<file path="src/rtl/alu8_flags.sv">
module alu8_flags (
  input  logic [4:0] op_i,
  input  logic [7:0] acc_i,
  input  logic [7:0] opnd_i,
  input  logic [7:0] flg_i,
  output logic [7:0] res_o,
  output logic [7:0] flg_o
);
  localparam logic [4:0] OP_ADD  = 5'd0,  OP_ADDC = 5'd1,  OP_SUB  = 5'd2,
                         OP_SUBB = 5'd3,  OP_CMP  = 5'd4,  OP_NEG  = 5'd5,
                         OP_AND  = 5'd6,  OP_OR   = 5'd7,  OP_XOR  = 5'd8,
                         OP_INC  = 5'd9,  OP_DEC  = 5'd10, OP_ROLC = 5'd11,
                         OP_RORC = 5'd12, OP_ROL9 = 5'd13, OP_ROR9 = 5'd14,
                         OP_NOT  = 5'd15, OP_STC  = 5'd16, OP_CMC  = 5'd17;

  logic cy;
  assign cy = flg_i[0];

  // adder path
  logic       add_ci;
  logic [8:0] add9;
  logic [4:0] addh;
  assign add_ci = (op_i == OP_ADDC) & cy;
  assign add9   = {1'b0, acc_i} + {1'b0, opnd_i} + {8'd0, add_ci};
  assign addh   = {1'b0, acc_i[3:0]} + {1'b0, opnd_i[3:0]} + {4'd0, add_ci};

  // subtractor path (NEG is 0 - acc)
  logic       sub_bi;
  logic [7:0] sx, sy;
  logic [8:0] sub9;
  logic [4:0] subh;
  assign sub_bi = (op_i == OP_SUBB) & cy;
  assign sx     = (op_i == OP_NEG) ? 8'h00 : acc_i;
  assign sy     = (op_i == OP_NEG) ? acc_i : opnd_i;
  assign sub9   = {1'b0, sx} - {1'b0, sy} - {8'd0, sub_bi};
  assign subh   = {1'b0, sx[3:0]} - {1'b0, sy[3:0]} - {4'd0, sub_bi};

  logic add_v, sub_v;
  assign add_v = (acc_i[7] == opnd_i[7]) && (add9[7] != acc_i[7]);
  assign sub_v = (sx[7] != sy[7]) && (sub9[7] != sx[7]);

  logic [7:0] r, fr;
  logic       fs, fz, fh, fv, fn, fc, szcalc;

  always_comb begin
    r      = acc_i;
    fr     = acc_i;
    szcalc = 1'b1;
    fs     = flg_i[7];
    fz     = flg_i[6];
    fh     = flg_i[4];
    fv     = flg_i[2];
    fn     = flg_i[1];
    fc     = flg_i[0];
    case (op_i)
      OP_ADD, OP_ADDC: begin
        r  = add9[7:0];
        fr = r;
        fh = addh[4];
        fv = add_v;
        fn = 1'b0;
        fc = add9[8];
      end
      OP_SUB, OP_SUBB, OP_NEG, OP_CMP: begin
        fr = sub9[7:0];
        r  = (op_i == OP_CMP) ? acc_i : sub9[7:0];
        fh = subh[4];
        fv = sub_v;
        fn = 1'b1;
        fc = sub9[8];
      end
      OP_AND, OP_OR, OP_XOR: begin
        if (op_i == OP_AND)     r = acc_i & opnd_i;
        else if (op_i == OP_OR) r = acc_i | opnd_i;
        else                    r = acc_i ^ opnd_i;
        fr = r;
        fh = (op_i == OP_AND);
        fv = ~^r;
        fn = 1'b0;
        fc = 1'b0;
      end
      OP_INC: begin
        r  = opnd_i + 8'd1;
        fr = r;
        fh = (opnd_i[3:0] == 4'hF);
        fv = (opnd_i == 8'h7F);
        fn = 1'b0;
      end
      OP_DEC: begin
        r  = opnd_i - 8'd1;
        fr = r;
        fh = (opnd_i[3:0] == 4'h0);
        fv = (opnd_i == 8'h80);
        fn = 1'b1;
      end
      OP_ROLC, OP_ROL9: begin
        szcalc = 1'b0;
        r  = {acc_i[6:0], (op_i == OP_ROLC) ? acc_i[7] : cy};
        fh = 1'b0;
        fn = 1'b0;
        fc = acc_i[7];
      end
      OP_RORC, OP_ROR9: begin
        szcalc = 1'b0;
        r  = {(op_i == OP_RORC) ? acc_i[0] : cy, acc_i[7:1]};
        fh = 1'b0;
        fn = 1'b0;
        fc = acc_i[0];
      end
      OP_NOT: begin
        szcalc = 1'b0;
        r  = ~acc_i;
        fh = 1'b1;
        fn = 1'b1;
      end
      OP_STC: begin
        szcalc = 1'b0;
        fh = 1'b0;
        fn = 1'b0;
        fc = 1'b1;
      end
      OP_CMC: begin
        szcalc = 1'b0;
        fn = 1'b0;
        fc = ~cy;
      end
      default: szcalc = 1'b0;
    endcase
    if (szcalc) begin
      fs = fr[7];
      fz = (fr == 8'h00);
    end
  end

  assign res_o = r;
  assign flg_o = {fs, fz, flg_i[5], fh, flg_i[3], fv, fn, fc};
endmodule


</file>
<file path="config.mk">
export PLATFORM = sky130hd
export DESIGN_NAME = alu8_flags
export DESIGN_NICKNAME = d
export VERILOG_FILES = /design/src/rtl/alu8_flags.sv
export SDC_FILE = /design/constraint.sdc
export NUM_CORES = 1
export LEC_CHECK = 0
export BUFFER_PORTS_ARGS = -buffer_cell sky130_fd_sc_hd__buf_2
export CORE_MARGIN = 8
export CORE_UTILIZATION = 60
export DETAILED_ROUTE_END_ITERATION = 10
export PLACE_DENSITY = 0.84
export SLEW_MARGIN = 20
export SYNTH_ARGS = -nofsm -noshare
export SYNTH_HDL_FRONTEND = slang
export SYNTH_SLANG_ARGS = --single-unit
</file>
<file path="constraint.sdc">
create_clock -name vclk -period 7.8
set_clock_uncertainty 0.1 [all_clocks]
set_input_delay 0.78 -clock vclk [all_inputs]
set_output_delay 0.78 -clock vclk [all_outputs]
set_load 0.01 [all_outputs]
</file>
==> results.json, run 1 <==
{
  "timing.fmax_ghz": 0.153,
  "port_buffers": 41,
  "fill_cells": 406,
  "drt-met1-wl_um": 3550,
  "place_congestion": 0.981,
  "critPathRequiredTime_ns": 6.92,
  "critPathSlowestCell": "nor2b_1",
  "routedWlPerCell_um": 19.0,
  "cts-resized-gates": 0,
  "dr_wl_met3_um": 1040,
  "final_common_cell": "nand2_1",
  "ir_drop_mv": 0.0550,
  "setup_ws_ns": 1.28,
  "max-slew-margin-rel": 0.434,
  "synth_top_family_by_area": "compound AO/OA/AOI/OAI gates",
  "route.detailed.drc": 0,
  "path_class": "in2out",
  "cp-end-kind": "primary output",
  "rsz0062_at_grt": "no",
  "clock_buffers": 0,
  "finalSetupTns_ns": 0,
  "vias": 3291,
  "initial_core_util": 0.629,
  "drv_cap": 0,
  "gr-usage-all-layers": 0.239,
  "cts_setup_buffers": 0,
  "crit_chain": "buf_2, nor2b_1, nand3_1, buf_4, nand2_1, o21ai_0, fa_1, inv_1, ha_1, nand2b_1, nor4_1, o31ai_1, a2111oi_0, or3_1, a211o_1, o41ai_2, buf_2",
  "layout_common_cells": "nand2_1 (43), buf_2 (41), inv_1 (36)",
  "leakagePower_nw": 1.30,
  "syn_nets": 473,
  "finalSetupViolCount": 0,
  "n_antenna_cell": 0,
  "seq_cells": 0,
  "path_common_cell": "buf_2",
  "fin_nets": 487,
  "multi_input_area_sq_um": 2470,
  "ys_types": 69,
  "hold_violations": 0,
  "seq_area_sq_um": 0,
  "syn_inst": 408,
  "worstPathMaxFanout": 21,
  "syn-cell-area_sq_um": 2780,
  "avgSynthCellArea_sq_um": 6.81,
  "cp_data_arrival_time_ns": 5.64,
  "outcome": "complete, no violations",
  "synth-adder-area-share": 0.173,
  "drive_gt1_frac": 0.145,
  "stdcell_count": 472,
  "ctsHoldBuffers": 0,
  "totalWireLength_um": 8970,
  "cpPeakStageDelay_ns": 0.73,
  "worst_pin_slew_ns": 0.842,
  "synth-simple-area-share": 0.250,
  "routed.top_layer": "met4",
  "synth_mux_area_frac": 0.0198,
  "min_path_type": "in2out",
  "dieArea_sq_um": 7060,
  "rows": 24,
  "post-route-util": 0.656,
  "ant_nets": 0,
  "grt_pass1_vias": 2956,
  "hpwl_um": 7140,
  "io-pin-count": 45,
  "overflow": 0,
  "area_delta_synth_final_pct": 4.32,
  "seq_area_frac_synth": 0,
  "period_share": 0.835,
  "pre_cts_slack_ns": 1.38,
  "synthXorXnorAreaFrac": 0.0698,
  "post-route-min-period_ns": 6.52,
  "drt-initial-drc-count": 359,
  "die_h_um": 84.0,
  "grt_antenna_before_repair": 0,
  "vias_per_cell": 6.97,
  "core_sq_um": 4410,
  "cp-start-kind": "input port",
  "grt_max_degree": 40,
  "cp_top_family": "simple AND/OR/NAND/NOR gates",
  "grt_first_pass_wirelength_um": 14600,
  "final_max_slew_viol_count": 0,
  "first_pass_iters": 5,
  "place_inst": 472,
  "synth-compound-area-share": 0.375,
  "yosys_warnings": 0,
  "met2_length_um": 4100,
  "p_per_area_nw_per_um2": 73.7,
  "dieWidth_um": 84.0,
  "crit_buf_inv": 4
}
## kinds of logic (layout without fill, tap and decap cells)
| group | Yosys count | after routing |
|---|---|---|
| and+or+nand+nor | 131 | 131 |
| buffers and inverters | 69 | 81 |
| muxes | 4 | 4 |
| AOI/OAI and AO/OA | 149 | 149 |
| xor gates and xnor gates | 19 | 19 |
| adders and majority gates | 36 | 36 |
## area by class of cell
type                            instances  area share
Timing Repair Buffer                   44      0.0786
Inverter                               37      0.0479
Tap cell                               52      0.0225
Multi-Input combinational cell        339       0.851
## synth_stat cells (all sizes together), types with 6 or more instances
cell type	n	area, sq um
nand2	44	168
inv	37	139
o21ai	35	175
ha	32	400
a21oi	29	145
nor2	25	93.8
buf	19	124
clkbuf	13	48.8
nand3	11	55.1
xnor2	11	96.3
a211oi	9	77.6
nor3	9	50.1
a221oi	8	70.1
a21o	6	45.0
a31oi	6	37.5
xor2	6	52.6
## worst paths after layout
path              startpoint  endpoint  depth (start not counted)
setup / recovery     op_i[2]  flg_o[6]                         17
hold / removal      flg_i[3]  flg_o[3]                          0
## where the power goes
part	switching [mW]	total (mW)	internal, mW
combinational	0.126	0.214	0.0880
sequential	0	0	0
clock	0	0	0
## layer usage
layer / track usage / vias to the layer above
li1: - / 1549
met1: 0.303 / 1485
met2: 0.391 / 226
met3: 0.0508 / 31
met4: 0.0691 / 0
met5: 0 / -
## stage by stage
stage                     instance area, sq um  power [mW]  hold WS, ns
after floorplan                           2780       0.161         1.55
after global placement                    2900       0.207         1.46
after detailed placement                  2900       0.209         1.46
after CTS                                 2900       0.210         1.46
after global routing                      2900       0.233         1.46
final                                     2900       0.214         1.46
Note: power is estimated with default switching activity, not from simulation.
==> run 2, diff against run 1 <==
--- a/config.mk
+++ b/config.mk
@@ -7,9 +7,9 @@
 export LEC_CHECK = 0
 export BUFFER_PORTS_ARGS = -buffer_cell sky130_fd_sc_hd__buf_2
 export CORE_MARGIN = 8
-export CORE_UTILIZATION = 60
+export CORE_UTILIZATION = 55
 export DETAILED_ROUTE_END_ITERATION = 10
-export PLACE_DENSITY = 0.84
+export PLACE_DENSITY = 0.81
 export SLEW_MARGIN = 20
 export SYNTH_ARGS = -nofsm -noshare
 export SYNTH_HDL_FRONTEND = slang
==> constraint.sdc (replaced) <==
create_clock -name vclk -period 5.4
set_clock_uncertainty 0.1 [all_clocks]
set_input_delay 0.54 -clock vclk [all_inputs]
set_output_delay 0.54 -clock vclk [all_outputs]
set_load 0.01 [all_outputs]
==> results.json, run 2 (synthesized netlist as in run 1, its figures left out) <==
{
  "clock_buffers": 0,
  "seq_cells": 0,
  "route.detailed.drc": 0,
  "placed_area_sq_um": 2960,
  "p_per_area_nw_per_um2": 106,
  "pwr-share-comb": 1.000,
  "path_class": "in2out",
  "initial_core_util": 0.558,
  "dieArea_sq_um": 7580,
  "overflow": 0,
  "vias": 3279,
  "grt_antenna_before_repair": 0,
  "ant_nets": 0,
  "fin_nets": 492,
  "fill_cells": 483,
  "ir_drop_mv": 0.0746,
  "drv_cap": 0,
  "final_common_cell": "nand2_1",
  "timing.fmax_ghz": 0.198,
  "gr-usage-all-layers": 0.239,
  "stdcell_count": 495,
  "cpPeakStageDelay_ns": 0.48,
  "rsz0062_at_grt": "no",
  "cp_top_family": "simple AND/OR/NAND/NOR gates",
  "grt_pass1_vias": 3021,
  "cp_data_arrival_time_ns": 4.40,
  "min_path_type": "in2out",
  "crit_buf_inv": 4,
  "drt-initial-drc-count": 354,
  "worstPathMaxFanout": 36,
  "finalSetupViolCount": 0,
  "place_inst": 495,
  "rows": 26,
  "hpwl_um": 7360,
  "port_buffers": 41,
  "seq_area_sq_um": 0,
  "switching_power_mw": 0.185,
  "cts-resized-gates": 0,
  "seq_power_share": 0,
  "totalWireLength_um": 9150,
  "fin_total_pwr_mw": 0.314,
  "post-route-min-period_ns": 5.04,
  "layout_common_cells": "nand2_1 (43), buf_2 (41), inv_1 (36)",
  "grt_max_degree": 37,
  "io-pin-count": 45,
  "crit_chain": "buf_2, buf_4, and3b_1, and3_1, fa_1, inv_1, ha_1, nand2b_1, nor4_1, o31ai_1, a2111oi_0, or3_1, a211o_1, o41ai_2, buf_2",
  "worst_pin_slew_ns": 0.781,
  "finalSetupTns_ns": 0,
  "final_max_slew_viol_count": 0,
  "dieWidth_um": 87.1,
  "core_sq_um": 4980,
  "drive_gt1_frac": 0.155,
  "critPathRequiredTime_ns": 4.76,
  "first_pass_iters": 5,
  "multi_input_area_sq_um": 2470,
  "path_common_cell": "buf_2",
  "period_share": 0.933,
  "internal_power_mw": 0.129,
  "leakagePower_nw": 1.32,
  "hold_violations": 0,
  "critPathSlowestCell": "o31ai_1",
  "outcome": "complete, no violations",
  "routedWlPerCell_um": 18.5,
  "area_delta_synth_final_pct": 6.49,
  "cp-start-kind": "input port",
  "n_antenna_cell": 0,
  "die_h_um": 87.1,
  "grt_first_pass_wirelength_um": 14800,
  "ctsHoldBuffers": 0,
  "max-slew-margin-rel": 0.475,
  "postLayoutCellArea_sq_um": 2960,
  "vias_per_cell": 6.62,
  "place_congestion": 0.969,
  "clkPwrFrac": 0,
  "cts_setup_buffers": 0,
  "cp-end-kind": "primary output",
  "swShare": 0.588
}
==> run 2: cell types whose count changed in the layout (fill, tap and decap cells not counted) <==
cell   before  now
buf_4       3    8
==> run 2: area by class of cell <==
type,count,share of cell area
Inverter,37,0.0470
Timing Repair Buffer,49,0.0897
Multi-Input combinational cell,339,0.834
Tap cell,70,0.0296
==> run 2: power by group through the flow <==
stage / combinational [mW] / sequential (mW) / clock [mW]
2_1_floorplan: 0.232 / 0 / 0
3_5_place_dp: 0.306 / 0 / 0
4_1_cts: 0.308 / 0 / 0
6_report: 0.314 / 0 / 0
5_1_grt: 0.344 / 0 / 0
3_3_place_gp: 0.301 / 0 / 0
==> run 2: metal layers <==
layer,track usage,routed length [um],vias to the layer above,share of wire
met3,0.0377,913,14,0.10
met5,0,0,-,0
li1,-,-,1557,-
met4,0.0610,181,0,0.020
met2,0.402,4250,191,0.46
met1,0.306,3810,1517,0.42
==> run 2: worst paths after layout <==
kind,startpoint,endpoint,depth (start not counted)
max,op_i[4],flg_o[6],15
min,flg_i[5],flg_o[5],0
==> run 2: through the flow <==
step | worst slack [ns] | hold WS [ns] | utilization
finish | 0.362 | 0.980 | 0.594
global route | 0.0952 | 0.980 | 0.594
floorplan | 0.637 | 1.07 | -
CTS | 0.419 | 0.980 | 0.594
detailed placement | 0.436 | 0.980 | 0.594
global placement | 0.544 | 0.980 | 0.594
